File: src/rtl/msgbus_pkg.sv
package msgbus_pkg;

  typedef enum logic [7:0] {
    PH_START   = 8'h01,
    PH_SHIFT   = 8'h02,
    PH_RELEASE = 8'h10,
    PH_ACK     = 8'h20,
    PH_REPORT  = 8'h40
  } phase_e;

  typedef struct packed {
    logic shiftNow;     // rising serial edge inside the shifting phase
    logic dataWindow;   // master may put message bits on the line
    logic ackWindow;    // acknowledge phase
    logic quietWindow;  // line must be released by everyone
    logic reportNow;    // rising serial edge that leaves the acknowledge phase
    logic lineLevel;    // synchronised data line level
  } strobe_t;

endpackage

File: src/rtl/msgbus_ctrl.sv
module msgbus_ctrl
  import msgbus_pkg::*;
#(
  parameter int SHIFT_BITS  = 32,
  parameter int SYNC_STAGES = 2
) (
  input  logic    clk,
  input  logic    rstN,
  input  logic    serClkIn,
  input  logic    serDatIn,
  output strobe_t strobes,
  output phase_e  phase
);
  localparam int CW = $clog2(SHIFT_BITS);
  localparam logic [CW-1:0] LAST_BIT = CW'(SHIFT_BITS - 1);

  logic [SYNC_STAGES:0]   clkPipe;
  logic [SYNC_STAGES-1:0] datPipe;
  logic [CW-1:0]          bitCnt;
  logic                   serRise;

  always_ff @(posedge clk or negedge rstN) begin
    if (!rstN) begin
      clkPipe <= '0;
      datPipe <= '0;
    end else begin
      clkPipe <= {clkPipe[SYNC_STAGES-1:0], serClkIn};
      datPipe <= {datPipe[SYNC_STAGES-2:0], serDatIn};
    end
  end

  assign serRise = clkPipe[SYNC_STAGES-1] & ~clkPipe[SYNC_STAGES];

  always_ff @(posedge clk or negedge rstN) begin
    if (!rstN) begin
      phase  <= PH_START;
      bitCnt <= '0;
    end else if (serRise) begin
      case (phase)
        PH_START: begin
          phase  <= PH_SHIFT;
          bitCnt <= '0;
        end
        PH_SHIFT: begin
          bitCnt <= bitCnt + 1'b1;
          if (bitCnt == LAST_BIT) phase <= PH_RELEASE;
        end
        PH_RELEASE: phase <= PH_ACK;
        PH_ACK:     phase <= PH_REPORT;
        default:    phase <= PH_START;
      endcase
    end
  end

  always_comb begin
    strobes.shiftNow    = serRise && (phase == PH_SHIFT);
    strobes.dataWindow  = (phase == PH_START) || (phase == PH_SHIFT);
    strobes.ackWindow   = (phase == PH_ACK);
    strobes.quietWindow = (phase == PH_RELEASE) || (phase == PH_REPORT);
    strobes.reportNow   = serRise && (phase == PH_ACK);
    strobes.lineLevel   = datPipe[SYNC_STAGES-1];
  end

  // the phase only moves on a serial rising edge
  a_r3_hold: assert property (@(posedge clk) disable iff (!rstN)
    !serRise |=> $stable(phase));
  // release is followed by acknowledge
  a_r3_release_to_ack: assert property (@(posedge clk) disable iff (!rstN)
    (serRise && phase == PH_RELEASE) |=> phase == PH_ACK);
  // report wraps back to the start phase
  a_r3_wrap: assert property (@(posedge clk) disable iff (!rstN)
    (serRise && phase == PH_REPORT) |=> phase == PH_START);

endmodule

File: src/rtl/msgbus_dp.sv
module msgbus_dp
  import msgbus_pkg::*;
#(
  parameter int SHIFT_BITS    = 32,
  parameter int ADDR_BITS     = 3,
  parameter int REG_ADDR_BITS = 3,
  parameter int DATA_BITS     = 8
) (
  input  logic                     clk,
  input  logic                     rstN,
  input  strobe_t                  strobes,
  input  phase_e                   phase,
  input  logic                     regWrEn,
  input  logic                     regRdEn,
  input  logic [REG_ADDR_BITS-1:0] regAddr,
  input  logic [DATA_BITS-1:0]     regWrData,
  output logic [DATA_BITS-1:0]     regRdData,
  output logic                     driveLow,
  output logic                     irq
);
  localparam int NBYTES = SHIFT_BITS / DATA_BITS;
  localparam logic [REG_ADDR_BITS-1:0] MSB_ADDR   = REG_ADDR_BITS'(NBYTES - 1);
  localparam logic [REG_ADDR_BITS-1:0] CTRL_ADDR  = REG_ADDR_BITS'(NBYTES);
  localparam logic [REG_ADDR_BITS-1:0] STAT_ADDR  = REG_ADDR_BITS'(NBYTES + 1);
  localparam logic [REG_ADDR_BITS-1:0] PHASE_ADDR = REG_ADDR_BITS'(NBYTES + 2);

  logic [SHIFT_BITS-1:0] sr, srNext;
  logic [ADDR_BITS-1:0]  busAddr;
  logic                  deaf, master, nack, readPending;
  logic                  matched, srWr;
  logic [DATA_BITS-1:0]  srByte [NBYTES];

  genvar g;
  for (g = 0; g < NBYTES; g++) begin : g_byte
    assign srByte[g] = sr[g*DATA_BITS +: DATA_BITS];
  end

  assign matched = !deaf && (sr[SHIFT_BITS-1 -: ADDR_BITS] == busAddr);
  assign srWr    = regWrEn && (regAddr < CTRL_ADDR);

  always_comb begin
    srNext = sr;
    if (strobes.shiftNow && !deaf) srNext = {sr[SHIFT_BITS-2:0], strobes.lineLevel};
    for (int b = 0; b < NBYTES; b++)
      if (regWrEn && regAddr == REG_ADDR_BITS'(b)) srNext[b*DATA_BITS +: DATA_BITS] = regWrData;
  end

  always_ff @(posedge clk or negedge rstN) begin
    if (!rstN) begin
      sr          <= '0;
      busAddr     <= '0;
      deaf        <= 1'b0;
      master      <= 1'b0;
      nack        <= 1'b0;
      readPending <= 1'b0;
    end else begin
      sr <= srNext;
      if (regWrEn && regAddr == CTRL_ADDR) begin
        busAddr <= regWrData[ADDR_BITS-1:0];
        deaf    <= regWrData[ADDR_BITS];
        master  <= regWrData[ADDR_BITS+1];
      end
      if (strobes.reportNow && master)              nack <= strobes.lineLevel;
      else if (regWrEn && regAddr == STAT_ADDR && regWrData[0]) nack <= 1'b0;
      if (strobes.reportNow && matched)              readPending <= 1'b1;
      else if (regRdEn && regAddr == MSB_ADDR)       readPending <= 1'b0;
    end
  end

  always_comb begin
    regRdData = '0;
    for (int b = 0; b < NBYTES; b++)
      if (regAddr == REG_ADDR_BITS'(b)) regRdData = srByte[b];
    if (regAddr == CTRL_ADDR) begin
      regRdData[ADDR_BITS-1:0] = busAddr;
      regRdData[ADDR_BITS]     = deaf;
      regRdData[ADDR_BITS+1]   = master;
    end
    if (regAddr == STAT_ADDR) regRdData[1:0] = {readPending, nack};
    if (regAddr == PHASE_ADDR) regRdData = DATA_BITS'(phase);
  end

  assign driveLow = (master && strobes.dataWindow && !sr[SHIFT_BITS-1])
                  || (strobes.ackWindow && matched);
  assign irq      = nack | readPending;

  // released line in the quiet phases
  a_r4_quiet: assert property (@(posedge clk) disable iff (!rstN)
    strobes.quietWindow |-> !driveLow);
  // a deaf node never acknowledges
  a_r5_deaf_silent: assert property (@(posedge clk) disable iff (!rstN)
    (deaf && strobes.ackWindow) |-> !driveLow);
  // master records the sampled acknowledge level
  a_r6_nack_capture: assert property (@(posedge clk) disable iff (!rstN)
    (strobes.reportNow && master) |=> (nack == $past(strobes.lineLevel)));
  // addressed listener raises read-pending
  a_r7_pending_set: assert property (@(posedge clk) disable iff (!rstN)
    (strobes.reportNow && matched) |=> readPending);
  // reading the top byte clears read-pending
  a_r8_pending_clear: assert property (@(posedge clk) disable iff (!rstN)
    (regRdEn && regAddr == MSB_ADDR && !(strobes.reportNow && matched)) |=> !readPending);
  // deaf node keeps its shift register
  a_r10_deaf_hold: assert property (@(posedge clk) disable iff (!rstN)
    (deaf && !srWr) |=> $stable(sr));

endmodule

File: src/rtl/msgbus_node.sv
module msgbus_node
  import msgbus_pkg::*;
#(
  parameter int SHIFT_BITS    = 32,
  parameter int ADDR_BITS     = 3,
  parameter int REG_ADDR_BITS = 3,
  parameter int DATA_BITS     = 8,
  parameter int SYNC_STAGES   = 2
) (
  input  logic                     clk,
  input  logic                     rstN,
  input  logic                     serClkIn,
  input  logic                     serDatIn,
  input  logic                     regWrEn,
  input  logic                     regRdEn,
  input  logic [REG_ADDR_BITS-1:0] regAddr,
  input  logic [DATA_BITS-1:0]     regWrData,
  output logic [DATA_BITS-1:0]     regRdData,
  output logic                     serDatDriveLow,
  output logic                     irq
);
  strobe_t strobes;
  phase_e  phase;

  msgbus_ctrl #(
    .SHIFT_BITS (SHIFT_BITS),
    .SYNC_STAGES(SYNC_STAGES)
  ) i_ctrl (
    .clk      (clk),
    .rstN     (rstN),
    .serClkIn (serClkIn),
    .serDatIn (serDatIn),
    .strobes  (strobes),
    .phase    (phase)
  );

  msgbus_dp #(
    .SHIFT_BITS   (SHIFT_BITS),
    .ADDR_BITS    (ADDR_BITS),
    .REG_ADDR_BITS(REG_ADDR_BITS),
    .DATA_BITS    (DATA_BITS)
  ) i_dp (
    .clk       (clk),
    .rstN      (rstN),
    .strobes   (strobes),
    .phase     (phase),
    .regWrEn   (regWrEn),
    .regRdEn   (regRdEn),
    .regAddr   (regAddr),
    .regWrData (regWrData),
    .regRdData (regRdData),
    .driveLow  (serDatDriveLow),
    .irq       (irq)
  );

endmodule

File: config.mk
export PLATFORM = sky130hd
export DESIGN_NAME = msgbus_node
export DESIGN_NICKNAME = d
export VERILOG_FILES = /design/src/rtl/msgbus_pkg.sv /design/src/rtl/msgbus_ctrl.sv /design/src/rtl/msgbus_dp.sv /design/src/rtl/msgbus_node.sv
export SDC_FILE = /design/constraint.sdc
export NUM_CORES = 1
export LEC_CHECK = 0
export BUFFER_PORTS_ARGS = -buffer_cell sky130_fd_sc_hd__buf_2
export CAP_MARGIN = 20
export CORE_UTILIZATION = 40
export DETAILED_ROUTE_END_ITERATION = 6
export SYNTH_ARGS = -nofsm -noshare
export SYNTH_HDL_FRONTEND = slang
export SYNTH_SLANG_ARGS = --single-unit
File: constraint.sdc
create_clock -name clk -period 2.5 [get_ports clk]
set_input_delay 0.375 -clock clk [delete_from_list [all_inputs] [get_ports clk]]
set_output_delay 0.375 -clock clk [all_outputs]
set_load 0.02 [all_outputs]
* Word-level counts from Yosys, hierarchy flattened
Cells that the tools add are included.
Word-level totals: register bits 57, input port bits 17, output and inout bits 10, word-level logic and storage cells 80
Operators by class: add/sub/neg operators 1, eq/ne operators 13, muxes and demuxes 19, bitwise operators 3, reductions and logical operators 31
Operator list (number):
- $mux 8 | 10
- $mux 32 | 1
- $pmux 8 s4 | 1
- $logic_and 1x1->1 | 17
- $reduce_bool 2->1 | 7
- $pmux 5 s2 | 1
- $eq 3x3->1 const B | 3
- $eq 8x1->1 const B | 1
- $eq 8x2->1 const B | 1
- $eq 8x5->1 const B | 1
- $eq 8x6->1 const B | 1
- $eq 3x2->1 const B | 2
- $add 5x1->5 const B | 1
- $eq 5x5->1 const B | 1
- $mux 5 | 1
- $mux 1 | 4
- $reduce_and 2->1 | 2
- $eq 3x1->1 const B | 1
- $eq 3x3->1 | 1
- $logic_not 3->1 | 1
- $logic_not 1->1 | 2
- $logic_or 1x1->1 | 2
- $mux 2 | 1
- $ne 2x1->1 const B | 1
- 3 further kinds | 3

* Depth between registers and ports, before layout
Gate-level depths: netlist (run 1).
word-level depth 8, gate-level depth with buffers 6, depth with buffers taken out 6

* Cells and area by module
Synthesis (run 1) repeated with hierarchy kept, for this count alone.
Second synthesis, totals: cell total of the unflattened synthesis 310, area, all modules 3136.8 sq um
Modules (own cells, without submodules):
- msgbus_dp | times used 1, cells each 228, area an instance 2318.5 sq um
- msgbus_ctrl | times used 1, cells each 82, area an instance 818.3 sq um

* Worst setup path before layout (run 1)
No wires, ideal clock.
path type input-to-output, start point input regAddr[0], end point output regRdData[0], data arrival time 2044 ps, path slack 81 ps, stages on the path 4, path buffers 2, cell sequence clkbuf_1 -> buf_2 -> nor2_1 -> a2111oi_0
Between the ends: word-level cells in the longest chain between the ends 8
RTL lines:
- from (decl) | line msgbus_node.sv:16 | input logic [REG_ADDR_BITS-1:0] regAddr,
- $logic_not 3->1 | line msgbus_dp.sv:73 | if (regAddr == REG_ADDR_BITS'(b)) regRdData = srByte[b];
- $mux 8 (4 in series) | line msgbus_dp.sv:73
- $mux 5 | line msgbus_dp.sv:74 | if (regAddr == CTRL_ADDR) begin
- $mux 2 | line msgbus_dp.sv:79 | if (regAddr == STAT_ADDR) regRdData[1:0] = {readPending, nack};
- $mux 8 * | line msgbus_dp.sv:80 | if (regAddr == PHASE_ADDR) regRdData = DATA_BITS'(phase);
- to (decl) | line msgbus_node.sv:18 | output logic [DATA_BITS-1:0] regRdData,
Every way passes the cells marked *; elsewhere a longest branch is shown, timed or not.

* Worst setup path after layout (run 1)
Ends and elaborated chain as after synthesis.

==> reports/qor.yml, run 1 <==
status: "finished clean"
die_x_um: 92.10
firstDrtPassIters: 4
crit_arrival_ns: 1.82
grt_antenna_before_repair: 0
syn_to_final_growth_pct: 9.364
synthTopCellsByArea: "dfrtp_1 41%, o211ai_2 10%, nand2_1 9.0%, nand3_1 6.6%, mux4_2 3.5%"
skew_ns: 0.009653
die_area_um2: 8481
clk_path_buf_depth: 2
dp.final_hpwl_mm: 6.085
synth-edff-count: 0
ys_seq_area_share_pct: 41.66
p_per_area_nw_per_um2: 951.0
final.min_clock_period_ns: 2.199
path_clk_slew_ns: 0.09
peakVddDrop_uv: 291.6
cts-buffers-inserted: 5
num-fill-cells: 776
multiInputGateArea_um2: 1719
numPortBuffers: 26
yosysUniqueCellTypes: 44
power.net_switching_mw: 1.308
synth_common_cells: "78 x nand2_1, 53 x dfrtp_1, 43 x nand3_1, 27 x o211ai_2, 17 x nor2_1"
post-synth-top-area-cell: "dfrtp_1"
grt_pass1_wl_mm: 13.69
coreArea_um2: 7807
fmax_ghz: 0.4548
async_flop_share_pct: 100.0
hold_path.class: "in2async"
wl_mm: 8.406
fin_nets: 387
drv_slew: 0
hold_viol_final: 0
worstSetupPathType: "in2out"
rsz0062_at_grt: "no"
synth_seq_cells: 54
pwr-share-clk_pct: 17.4
period_share_pct: 87.95
path_max_fanout: 23
power_frac_comb_pct: 35.1
setup_viol: 0
die_h_um: 92.10
htreeDepth: 2
startpoint_type: "input pin"
cts_tree: "built"
drv_cap: 0
ys_dominant_reg_cell: "dfrtp_1"
r2r_setup_slack_ns: 0.59
netSwitchingFraction_pct: 38.74
pin_count: 27
grt_pass1_vias: 2576
endpoint_kind: "output port"
r2r_end: "i_dp.sr[0]"
root_buffer: "clkbuf_8"
gr-total-overflow: 0
worst_path_most_repeated_cell: "buf_2"
syn_inst: 348
drive_gt1_share_pct: 23.58
avgSynthCellArea_um2: 9.330
wl_per_cell_um: 17.85
cts.sinks: 54
antennaDiodeCount: 0
initial_core_util_pct: 41.59
cts_resized: 0
syn_nets: 367
critPathMaxStageDelay_ns: 0.49
grt_max_degree: 65
grt_use_total_pct: 21.10
vias: 2720
holdWs_ns: 0.04520
cts_setup_buffers: 0
drtIter0Drc: 209
cp_data_required_time_ns: 2.12
worstMarginPinSlew_ns: 0.6916
r2r-start: "i_ctrl.phase[5]"
p_leak_nw: 1.579
remaining_drc_errors: 0
final-seq-area_um2: 1353
synth_area_um2: 3247
yosysTopAreaCellShare_pct: 40.85
vias_per_cell: 5.775
timing.slew.headroom_pct: 53.72
synth_most_common_cell: "nand2_1"
crit_slowest_cell: "a2111oi_0"
seqPwrFrac_pct: 47.6
cts_hold_buf: 0
globalplace.congestion: 0.8744
crit_chain: "buf_2, nor3_1, a21oi_1, nor2_1, a2111oi_0, buf_2"
rows: 32
internal-power_mw: 2.069
setup-tns-final_ns: 0
r2r_cells: 5
synth_warnings: 0
antenna_left: 0
clk_latency_ns: 0.31
power_mw: 3.377
==> logic make-up (layout without fill, tap and decap cells) <==
kind of cell    Yosys count  in the layout  synth area share [%]
buf+inv                  28             49                 5.395
fa+ha+maj                 2              2                0.7706
xor+xnor                  3              3                0.8094
mux                      16             16                 7.091
simple gates            169            169                 24.09
compound gates           76             76                 20.19
flops                    54             54                 41.66
==> area by class of cell <==
cell class	instances	area share, %
Multi-Input combinational cell	266	48.41
Sequential cell	54	38.09
Timing Repair Buffer	35	6.272
Tap cell	102	3.594
Clock buffer	7	2.149
Clock inverter	1	0.8457
Inverter	6	0.6342
==> critical path, delay by kind of cell <==
kind            cells  cell delay (ns)
compound gates      2             0.63
buf+inv             2             0.65
simple gates        2             0.16
==> cell usage in the layout, fill, tap and decap left out, types with 3 or more instances in the layout <==
master,netlist,final
dfrtp_1,53,53
xor2_1,3,3
o211ai_1,6,6
o22ai_1,3,3
a22oi_1,3,3
nor2_1,17,17
buf_4,0,7
a21oi_1,7,7
inv_1,6,6
nor3_1,6,6
mux4_2,5,5
mux2i_1,5,5
a22o_1,4,4
o21ai_0,15,15
mux2_2,6,6
nand2b_1,4,4
nand2_1,78,78
clkbuf_8,1,5
nand4_1,3,3
o211ai_2,27,27
nand3_1,43,43
buf_2,6,26
nor2b_1,5,5
==> flip-flops by register name, summed over array words and instances, names as in the netlist <==
name and flops:
i_dp.sr 32, i_ctrl.bitCnt 5, i_ctrl.phase 5, i_ctrl.clkPipe 3, i_dp.busAddr 3, i_ctrl.datPipe 2
i_dp.deaf 1, i_dp.master 1, i_dp.nack 1, i_dp.readPending 1
==> per-stage QoR <==
stage	utilization, %	area (um^2)	std cells	setup WS, ns
floorplan	-	3247	348	0.08091
global placement	44.12	3445	463	0.3548
detailed placement	44.12	3445	463	0.3438
CTS	45.48	3551	471	0.3280
global route	45.48	3551	471	0.2189
finish	45.48	3551	471	0.3013
==> per-layer routing <==
layer	part of all wire, %	GRT usage [%]	vias up	routed length [um]
met1	47	29.71	1331	3973
met4	2.5	8.984	0	212
met3	4.9	3.731	16	416
met5	0	0	-	0
li1	-	-	1296	-
met2	45	31.78	77	3804
==> worst max-delay path by stage <==
stage / from / to / slack [ns] / cells past startpoint
6_report: regAddr[0] / regRdData[0] / 0.30 / 6
5_1_grt: regAddr[1] / regRdData[0] / 0.22 / 6
4_1_cts: i_ctrl.phase[5] / serDatDriveLow / 0.33 / 5
3_5_place_dp: regAddr[1] / regRdData[0] / 0.34 / 6
3_3_place_gp: regAddr[1] / regRdData[0] / 0.35 / 6
2_1_floorplan: regAddr[0] / regRdData[0] / 0.08 / 4
==> power groups by stage <==
stage	Combinational, mW	Clock [mW]	Sequential (mW)
6_report	1.18	0.586	1.61
5_1_grt	1.31	0.633	1.65
4_1_cts	1.20	0.609	1.60
3_5_place_dp	1.19	0	1.61
3_3_place_gp	1.15	0	1.61
2_1_floorplan	0.941	0	1.44
No activity file was read; power rests on OpenSTA's default activity.
==> run 2, diff against run 1 <==
- PLACE_DENSITY_LB_ADDON: unset -> 0.05
- SKIP_CTS_REPAIR_TIMING: unset -> 1
==> run 2 against run 1 <==
Compared with the run above:
- register-to-register slack lost 0.07 ns
- hold slack gained 0.015 ns
- via count shrank 0.18%
- clock power grew 2%
- total power grew 1.1%
- final area grew 1.1%
- worst setup slack lost 0.094 ns
- fmax shrank 4.1%
==> reports/qor.yml, run 2 (synthesis results as in run 1) <==
r2r_setup_slack_ns: 0.52  # was 0.59 ns
grt_max_degree: 45  # was 65
firstDrtPassIters: 4  # unchanged
die_x_um: 92.10  # unchanged
drv_cap: 0  # unchanged
initial_core_util_pct: 41.59  # unchanged
cp_data_required_time_ns: 2.12  # about the same
cts.sinks: 54  # unchanged
skew_ns: 0.004300  # was 0.009653 ns
utilization_pct: 45.99  # was 45.48%
seqPwrFrac_pct: 46.9  # was 47.6%
path_clk_slew_ns: 0.10  # was 0.09 ns
pin_count: 27  # unchanged
globalplace.congestion: 0.8635  # was 0.8744
clk_latency_ns: 0.31  # about the same
final_common_cell: "nand2_1"  # unchanged
regMostFlops: "i_dp.sr"  # unchanged
grt_pass1_vias: 2678  # was 2,576
die_h_um: 92.10  # unchanged
startpoint_type: "register"  # was input pin
p_per_area_nw_per_um2: 950.3  # was 951.0 nW/um^2
p_leak_nw: 1.611  # was 1.579 nW
antenna_left: 0  # unchanged
remaining_drc_errors: 0  # unchanged
gr-total-overflow: 0  # unchanged
antennaDiodeCount: 0  # unchanged
crit_slowest_cell: "a2111oi_0"  # unchanged
pwr-share-clk_pct: 17.5  # was 17.4%
critPathMaxStageDelay_ns: 0.54  # was 0.49 ns
top_regs: "i_dp.sr x32, i_ctrl.bitCnt x5, i_ctrl.phase x5"  # unchanged
internal-power_mw: 2.086  # was 2.069 mW
power_frac_comb_pct: 35.6  # was 35.1%
hold_path.class: "in2async"  # unchanged
cts_tree: "built"  # unchanged
clk_path_buf_depth: 2  # unchanged
status: "finished clean"  # unchanged
rows: 32  # unchanged
fin_nets: 392  # was 387
final.min_clock_period_ns: 2.292  # was 2.199 ns
r2r-start: "i_ctrl.phase[5]"  # unchanged
crit_chain: "nor2_1, a21oi_1, nor2_1, a2111oi_0, buf_4, buf_2"  # was buf_2, nor3_1, a21oi_1, nor2_1, a2111oi_0, buf_2
r2r_cells: 5  # unchanged
crit_arrival_ns: 1.92  # was 1.82 ns
vias: 2715  # was 2,720
largest_reg_flops: 32  # unchanged
grt_antenna_before_repair: 0  # unchanged
r2r_end: "i_dp.sr[15]"  # was i_dp.sr[0]
holdWs_ns: 0.06004  # was 0.04520 ns
netSwitchingFraction_pct: 38.88  # was 38.74%
syn_to_final_growth_pct: 10.60  # was 9.364%
timing.slew.headroom_pct: 55.25  # was 53.72%
wl_mm: 8.959  # was 8.406 mm
final_cell_mix: "78 x nand2_1, 53 x dfrtp_1, 43 x nand3_1"  # unchanged
root_buffer: "clkbuf_8"  # unchanged
peakVddDrop_uv: 325.0  # was 291.6 uV
worst_path_most_repeated_cell: "nor2_1"  # was buf_2
setup_viol: 0  # unchanged
coreArea_um2: 7807  # unchanged
die_area_um2: 8481  # unchanged
numPortBuffers: 26  # unchanged
vias_per_cell: 5.704  # was 5.775
dp.final_hpwl_mm: 6.627  # was 6.085 mm
cts-buffers-inserted: 5  # unchanged
period_share_pct: 91.70  # was 87.95%
drtIter0Drc: 137  # was 209
drv_slew: 0  # unchanged
fmax_ghz: 0.4362  # was 0.4548 GHz
power.net_switching_mw: 1.327  # was 1.308 mW
htreeDepth: 2  # unchanged
drive_gt1_share_pct: 25.13  # was 23.58%
path_max_fanout: 4  # was 23
grt_pass1_wl_mm: 14.69  # was 13.69 mm
rsz0062_at_grt: "no"  # unchanged
grt_use_total_pct: 22.79  # was 21.10%
wl_per_cell_um: 18.82  # was 17.85 um
hold_viol_final: 0  # unchanged
setup-tns-final_ns: 0  # unchanged
endpoint_kind: "output port"  # unchanged
worstMarginPinSlew_ns: 0.6688  # was 0.6916 ns
worstSetupPathType: "reg2out"  # was in2out
[run 2: how the worst max path moves through the flow]
stage                 from      endpoint  slack, ns  cells after the start
2_1_floorplan   regAddr[0]  regRdData[0]       0.08                      4
3_3_place_gp    regAddr[2]  regRdData[0]       0.28                      7
3_5_place_dp    regAddr[0]  regRdData[0]       0.28                      7
4_1_cts        i_dp.sr[16]  regRdData[0]       0.25                      6
5_1_grt         regAddr[0]  regRdData[0]       0.16                      7
6_report       i_dp.sr[16]  regRdData[0]       0.21                      6
[run 2: routing by layer]
metal  global-route usage [%]  wire, um
met4                    6.380       127
met5                        0         0
met2                    33.27      4025
met1                    34.74      4442
met3                    3.400       364
[run 2: layout make-up]
class                      count  area (um^2)
fill                         791         4217
multi-input combinational    266         1719
sequential                    54         1353
timing repair buffer          40        260.3
tap                          102        127.6
clock buffer                   5        68.82
clock inverter                 3        40.04
inverter                       6        22.52
[run 2: metrics by stage]
step                      total power, mW  area [um^2]  std cells  setup WS, ns
after global placement              2.819         3482        468        0.2752
after CTS                           3.440         3591        476        0.2451
after global routing                3.659         3591        476        0.1586
after floorplan                     2.378         3247        348       0.08091
after detailed placement            2.836         3482        468        0.2754
final                               3.413         3591        476        0.2076
[run 2: critical path: cells and delay by family (launching register included)]
kind,cells,cell delay (ns)
flip-flops,1,0.45
AO/OA/AOI/OAI,2,0.70
buffers and inverters,2,0.35
AND/OR/NAND/NOR,2,0.11
[run 2: power by group through the flow]
stage / clock [mW] / sequential (mW) / combinational (mW)
after detailed placement: 0 / 1.61 / 1.23
after CTS: 0.617 / 1.59 / 1.23
final: 0.596 / 1.60 / 1.22
after floorplan: 0 / 1.44 / 0.941
after global placement: 0 / 1.62 / 1.20
after global routing: 0.644 / 1.65 / 1.37
